`src/rtl/fetch_xlat_cache.sv`:
```
module fetch_xlat_cache #(
  parameter int VA_W       = 32,
  parameter int PA_W       = 32,
  parameter int PAGE_SHIFT = 12,
  parameter int TAG_W      = 32
) (
  input  logic                       clk,
  input  logic                       rst_n,
  input  logic                       fetch_valid,
  input  logic [VA_W-1:0]            fetch_vaddr,
  output logic                       fetch_ready,
  output logic                       fetch_done,
  output logic                       fetch_hit,
  output logic [PA_W-1:0]            fetch_paddr,
  output logic [1:0]                 fetch_fault,
  output logic                       walk_req_valid,
  output logic [VA_W-PAGE_SHIFT-1:0] walk_req_vpn,
  output logic                       walk_req_exec,
  input  logic                       walk_rsp_valid,
  input  logic [PA_W-PAGE_SHIFT-1:0] walk_rsp_ppn,
  input  logic [1:0]                 walk_rsp_fault,
  input  logic                       inv_all,
  input  logic                       inv_range,
  input  logic [VA_W-PAGE_SHIFT-1:0] inv_lo_vpn,
  input  logic [VA_W-PAGE_SHIFT-1:0] inv_hi_vpn,
  output logic                       icache_flush
);
  localparam int VPN_W = VA_W - PAGE_SHIFT;
  localparam int PPN_W = PA_W - PAGE_SHIFT;
  localparam logic [TAG_W-1:0] EMPTY = '1;

  logic [TAG_W-1:0]      tag_q [2];
  logic [PPN_W-1:0]      ppn_q [2];
  logic                  busy_q, stale_q, pend_idx_q;
  logic [PAGE_SHIFT-1:0] pend_off_q;

  logic [VPN_W-1:0]      lu_vpn;
  logic [PAGE_SHIFT-1:0] lu_off;
  logic                  lu_idx, lu_hit, accept, inv_any, install;

  assign lu_vpn        = fetch_vaddr[VA_W-1:PAGE_SHIFT];
  assign lu_off        = fetch_vaddr[PAGE_SHIFT-1:0];
  assign lu_idx        = ^lu_vpn;
  assign lu_hit        = tag_q[lu_idx] == TAG_W'(lu_vpn);
  assign fetch_ready   = !busy_q;
  assign accept        = fetch_valid && fetch_ready;
  assign inv_any       = inv_all || inv_range;
  assign install       = busy_q && walk_rsp_valid && walk_rsp_fault == 2'd0 && !stale_q && !inv_any;
  assign walk_req_exec = 1'b1;

  for (genvar g = 0; g < 2; g++) begin : g_entry
    logic in_range;
    assign in_range = tag_q[g] >= TAG_W'(inv_lo_vpn) && tag_q[g] <= TAG_W'(inv_hi_vpn);
    always_ff @(posedge clk) begin
      if (!rst_n) begin
        tag_q[g] <= EMPTY;
        ppn_q[g] <= '0;
      end else if (inv_all || (inv_range && in_range)) begin
        tag_q[g] <= EMPTY;
      end else if (install && pend_idx_q == 1'(g)) begin
        tag_q[g] <= TAG_W'(walk_req_vpn);
        ppn_q[g] <= walk_rsp_ppn;
      end
    end
  end

  always_ff @(posedge clk) begin
    if (!rst_n) begin
      busy_q         <= 1'b0;
      stale_q        <= 1'b0;
      pend_idx_q     <= 1'b0;
      pend_off_q     <= '0;
      walk_req_valid <= 1'b0;
      walk_req_vpn   <= '0;
      fetch_done     <= 1'b0;
      fetch_hit      <= 1'b0;
      fetch_paddr    <= '0;
      fetch_fault    <= 2'd0;
      icache_flush   <= 1'b0;
    end else begin
      icache_flush   <= inv_all;
      walk_req_valid <= 1'b0;
      fetch_done     <= 1'b0;
      if (accept) begin
        if (lu_hit) begin
          fetch_done  <= 1'b1;
          fetch_hit   <= 1'b1;
          fetch_fault <= 2'd0;
          fetch_paddr <= {ppn_q[lu_idx], lu_off};
        end else begin
          busy_q         <= 1'b1;
          stale_q        <= 1'b0;
          walk_req_valid <= 1'b1;
          walk_req_vpn   <= lu_vpn;
          pend_idx_q     <= lu_idx;
          pend_off_q     <= lu_off;
        end
      end else if (busy_q) begin
        if (inv_any) stale_q <= 1'b1;
        if (walk_rsp_valid) begin
          busy_q      <= 1'b0;
          fetch_done  <= 1'b1;
          fetch_hit   <= 1'b0;
          fetch_fault <= walk_rsp_fault;
          fetch_paddr <= (walk_rsp_fault == 2'd0) ? {walk_rsp_ppn, pend_off_q} : '0;
        end
      end
    end
  end

  AST_HIT_NO_WALK: assert property (@(posedge clk) disable iff (!rst_n)
    accept && lu_hit |=> fetch_done && fetch_hit && !walk_req_valid && fetch_fault == 2'd0);
  AST_MISS_WALKS: assert property (@(posedge clk) disable iff (!rst_n)
    accept && !lu_hit |=> walk_req_valid && walk_req_exec && !fetch_ready);
  AST_WALK_PULSE: assert property (@(posedge clk) disable iff (!rst_n)
    walk_req_valid |=> !walk_req_valid);
  AST_RSP_DONE: assert property (@(posedge clk) disable iff (!rst_n)
    busy_q && walk_rsp_valid |=> fetch_done && !fetch_hit && fetch_ready);
  AST_FAULT_KEEPS: assert property (@(posedge clk) disable iff (!rst_n)
    busy_q && walk_rsp_valid && walk_rsp_fault != 2'd0 && !inv_any
      |=> $stable(tag_q[0]) && $stable(tag_q[1]));
  AST_FULL_INV: assert property (@(posedge clk) disable iff (!rst_n)
    inv_all |=> icache_flush && tag_q[0] == EMPTY && tag_q[1] == EMPTY);
  AST_STALE_BLOCKS: assert property (@(posedge clk) disable iff (!rst_n)
    busy_q && walk_rsp_valid && stale_q && !inv_any
      |=> $stable(tag_q[0]) && $stable(tag_q[1]));
endmodule

```
`config.mk`:
```
export PLATFORM = sky130hd
export DESIGN_NAME = fetch_xlat_cache
export DESIGN_NICKNAME = d
export VERILOG_FILES = /design/src/rtl/fetch_xlat_cache.sv
export SDC_FILE = /design/constraint.sdc
export NUM_CORES = 1
export LEC_CHECK = 0
export ABC_AREA = 0
export BUFFER_PORTS_ARGS = -buffer_cell sky130_fd_sc_hd__buf_4
export CAP_MARGIN = 0
export CORE_UTILIZATION = 64
export CTS_BUF_LIST = sky130_fd_sc_hd__clkbuf_8
export DETAILED_ROUTE_END_ITERATION = 7
export PLACE_DENSITY = 0.89
export SETUP_SLACK_MARGIN = 0.5
export SLEW_MARGIN = 20
export SYNTH_ARGS = -nofsm -noshare
export SYNTH_HDL_FRONTEND = slang
export SYNTH_SLANG_ARGS = --single-unit
```
`constraint.sdc`:
```
create_clock -name clk -period 6.5 [get_ports clk]
set_input_delay 0.325 -clock clk [delete_from_list [all_inputs] [get_ports clk]]
set_output_delay 0.325 -clock clk [all_outputs]
set_load 0.02 [all_outputs]
```
; Word level (Yosys, flattened, before mapping)
; Memory sizes are Yosys's and may differ from the RTL's.
; Index checks and enable logic that the tools add are counted.
[classes]
n_reduce_logical = 26
n_eq_ne = 3
n_mux = 47
order_cmp = 4
n_bitwise = 8
[ops]
columns = op, n
row1 = $mux W32, 9
row2 = $ge A32 B20 Y1, 2
row3 = $le A32 B20 Y1, 2
row4 = $mux W20, 2
row5 = $eq A32 B20 Y1, 1
row6 = $mux W1, 32
row7 = $reduce_xor A20 Y1, 1
row8 = $logic_and A1 B1 Y1, 11
row9 = $mux W2, 4
row10 = $or A1 B1 Y1, 6
row11 = $reduce_and A3 Y1, 2
row12 = $reduce_bool A2 Y1, 3
row13 = $ne A2 B2 Y1 const B, 2
row14 = $reduce_and A2 Y1, 2
row15 = $logic_not A1 Y1, 3
row16 = $logic_or A1 B1 Y1, 3
row17 = $logic_not A2 Y1, 1
row18 = $not A1 Y1, 2
[word_totals]
mem_bits_rw = 104
in_bits = 100
register_bits = 73
out_inout_bits = 60
mem_count = 2
[mem_list]
columns = name, depth, width, read_ports, rd_ports_with_merged_regs, write_ports, line
row1 = tag_q, 2, 32, 3, 0, 2, 32  ; logic [TAG_W-1:0] tag_q [2];
row2 = ppn_q, 2, 20, 1, 0, 2, 33  ; logic [PPN_W-1:0] ppn_q [2];

; Logic depth before layout (Yosys ltp)
[logic_depth]
word_depth = 10
depth_mapped = 15
depth_no_buf = 12

; Worst setup path after synthesis
; No wires, ideal clock.
[synth_timing]
path_kind = input-to-reg
start = input walk_rsp_fault[1]
end = memory tag_q[0][0], enable pin
setup_slack_ps = 2794
arrival_ps = 3329
setup_time_ps = 377
required_time_ps = 6123
path_stages = 5
cell_sequence = or4_1 > nor3_1 > inv_1 > o21ai_0 > a211o_1
[synth_rtl]
columns = item, line
row1 = from (decl), 21  ; input logic [1:0] walk_rsp_fault,
row2 = to (decl), 32

==> impl_results.md <==
- DRT iter0 DRCs: 489
- Final setup fails: 0
- Worst path arrival time: 4.14 ns
- Power Total: 2.51 mW
- Clk pwr share: 27.2%
- Placed Area: 0.0109 mm2
- Final hold violation count: 0
- Switching share of total power: 32.5%
- Clk_lat worst skew: 0.46 ns
- Clock Root Buffer: clkbuf_8
- Worst Setup End Kind: flip-flop
- CP most frequent cell: a21o_1
- Maximum buffer depth of the clock tree: 2
- Flops & latches, synth: 155
- Hold Buf Count CTS: 0
- Combinational fraction of design power: 29.1%
- TritonCTS Sinks: 155
- Status: completed
- WL per Instance: 18.8 um
- Synth top area share: 25.6%
- Reg clk slew, reported paths: 0.09 ns
- Max_cap viols: 0
- Final Instance Area: 0.0113 mm2
- Vias in the first global route: 7724
- Via density: 5.96
- Synth cell count leaders: nand2_1 (172), mux2i_1 (99), edfxtp_1 (82), ha_1 (80), dfxtp_1 (73)
- Area grow syn2layout: 17.0%
- Total GRT Usage: 32.6%
- # DRC: 0
- Share of flip-flops with an asynchronous set or reset: 0%
- Reg2Reg Setup Slack: 2.43 ns
- CP Launch Type: flip-flop
- Hold wc startpoint: fetch_vaddr[2]
- RR Endpoint: tag_q[0][8]
- Critical Path Slowest Stage Cell: a2111oi_0
- CTS Buf Count: 17
- Final period utilization: 62.7%
- Antenna viol nets, final: 0
- Die Area: 0.0155 mm2
- Slew margin rel.: 32.1%
- DRT Pass-1 Iters: 5
- Worst-margin pin slew: 1.02 ns
- GPL Wtd Cong: 0.999
- Layout cells sized above 1: 18.4%
- Dominant cells by area after synthesis: edfxtp_1 (26%), dfxtp_1 (15%), ha_1 (10%)
- HP Class: input pin to flip-flop
- Post-synth top area cell: edfxtp_1
- Final Skew: 0.0194 ns
- Port Buffers: 158
- Die Span X: 125 um
- Max stage delay on crit path: 0.78 ns
- Setup CP Type: flip-flop to flip-flop
- Internal power: 1.69 mW
- R2R Path Start: tag_q[0][0]
- First-pass GRT wire length: 39600 um
- Mean Syn Cell Area: 9.58 um2
- Most frequent cell after synthesis: nand2_1
- Post-Syn Area: 0.00963 mm2
- Antenna violations before repair: 0
- Fin crit period: 4.07 ns
- PD cells: 222 mW/mm2
- IO Pins: 160
- Hold EP: pend_off_q[2]
- Sequential fraction of the synthesis area: 40.7%
- Largest net degree at the start of global routing: 74
- Post-synth EDFFs: 82
- Worst Path Required: 6.56 ns
- Post-Syn Instances: 1006
- Post-CTS sizing: 0
- Flop pwr share: 43.8%
- Leakage: 4.98 nW
- Routed via count: 7962
- # H-tree levels: 4
- YS warnings: 0
- FF-to-FF path depth: 12
- Initial Utilization: 66.0%
- Post-CTS Setup Inserts: 0
- Hold path cells: 3
- Core area: 0.0146 mm2
- Max IR drop VDD: 0.000175 V
- Num rows: 44
- Setup TNS: 0 ns
- Synth unique cells: 63
- Slew Limit Fails: 0
- Post-DP HPWL: 18500 um
- CTS tree: built
- Diodes inserted: 0
- WL final: 25100 um
- Final core utilization: 77.3%
- Die span in y: 125 um
- Grt total ovfl: 0
- Worst-path cell chain: inv_1, ha_1, nand2b_1, a21o_1, a21o_1, a21o_1, a21o_1, a2111oi_0, o31ai_1, a211oi_1, a2111oi_0, a211o_1
- Top_reg_cell synth: edfxtp_1
- Unrepaired setup endpoints after global routing: no
- Nets: 1320
- Fmax: 245 MHz
- Worst setup margin: 2.43 ns
- NetSw: 0.814 mW
- Syn Nets: 1186
- Critical Path Fanout Max: 21
- Pre-CTS setup slack: 2.13 ns
through the flow:
stage / hold WS, ns / instances
after floorplan: 0.429 / 1006
after global placement: 0.439 / 1305
after detailed placement: 0.449 / 1305
after CTS: 0.106 / 1337
after global routing: 0.105 / 1337
final: 0.123 / 1337
worst max-delay path, delay by kind of cell, from the launching register on:
family / cells / cell delay (ns)
AOI/OAI and AO/OA: 9 / 2.73
adders and majority gates: 1 / 0.25
buffers and inverters: 1 / 0.15
DFF: 1 / 0.39
and+or+nand+nor: 1 / 0.14
worst max-delay path by stage:
| stage | cells after the start | from | slack (ns) | endpoint |
|---|---|---|---|---|
| CTS | 12 | tag_q[0][0] | 2.46 | tag_q[0][0] |
| finish | 12 | tag_q[0][0] | 2.43 | tag_q[0][8] |
| global route | 12 | tag_q[0][0] | 2.35 | tag_q[0][8] |
| global placement | 12 | fetch_vaddr[19] | 2.25 | walk_req_vpn[4] |
| detailed placement | 12 | fetch_vaddr[19] | 2.13 | walk_req_vpn[2] |
| floorplan | 5 | walk_rsp_fault[1] | 2.79 | tag_q[0][0] |
flip-flops by register name, summed over array words and instances (netlist names), 2 cells and up:
name          count
tag_q            42
walk_req_vpn     20
pend_off_q       12
ppn_q            40
fetch_fault       2
fetch_paddr      32
metal layers:
layer | track usage [%] | routed length, um | vias up
met3 | 6.10 | 1880 | 72
met4 | 15.0 | 906 | 0
met5 | 0 | 0 | -
met2 | 55.9 | 12300 | 336
li1 | - | - | 3813
met1 | 39.6 | 10000 | 3741
placed cells by master, fill, tap and decap left out, types with 4 or more instances in the layout:
| master | instances |
|---|---|
| ha_1 | 80 |
| edfxtp_1 | 82 |
| and3_1 | 5 |
| nand3_1 | 8 |
| o21ai_0 | 38 |
| nand2_1 | 172 |
| mux2i_1 | 99 |
| inv_1 | 67 |
| nor2_1 | 20 |
| xnor2_1 | 23 |
| dfxtp_1 | 73 |
| a211oi_1 | 6 |
| clkinvlp_4 | 5 |
| a21oi_1 | 24 |
| a211o_1 | 4 |
| or3_1 | 21 |
| a22o_1 | 13 |
| o211ai_1 | 4 |
| nand2b_1 | 29 |
| o31ai_1 | 5 |
| buf_4 | 167 |
| and2_1 | 43 |
| a31oi_1 | 4 |
| nand4_1 | 12 |
| a21o_1 | 33 |
| o21a_1 | 9 |
| clkbuf_8 | 18 |
| nor3_1 | 11 |
| nor2b_1 | 15 |
| or4_1 | 4 |
power groups by stage:
| stage | Sequential [mW] | Clock, mW | Combinational, mW |
|---|---|---|---|
| floorplan | 1.12 | 0 | 0.514 |
| global placement | 1.12 | 0 | 0.704 |
| detailed placement | 1.12 | 0 | 0.722 |
| CTS | 1.10 | 0.684 | 0.723 |
| global route | 1.10 | 0.732 | 0.785 |
| finish | 1.10 | 0.681 | 0.729 |
cell families after synthesis:
kind of cell	share of synthesized area, %
AND/OR/NAND/NOR	17.7
adder cells (fa/ha/maj)	10.4
other	0.0389
buffers and inverters	5.30
flip-flops	40.7
AO/OA/AOI/OAI	12.5
XOR/XNOR	2.87
multiplexers	10.5
layout make-up:
| type | instances | area [um2] |
|---|---|---|
| well taps | 184 | 230 |
| repair buffers | 167 | 1250 |
| clock inverters | 14 | 123 |
| inverters | 64 | 240 |
| flip-flops and latches | 155 | 3920 |
| multi-input cells | 735 | 5250 |
| clock buffers | 18 | 248 |
| fillers | 1031 | 3320 |
(Power assumes the default switching activity.)
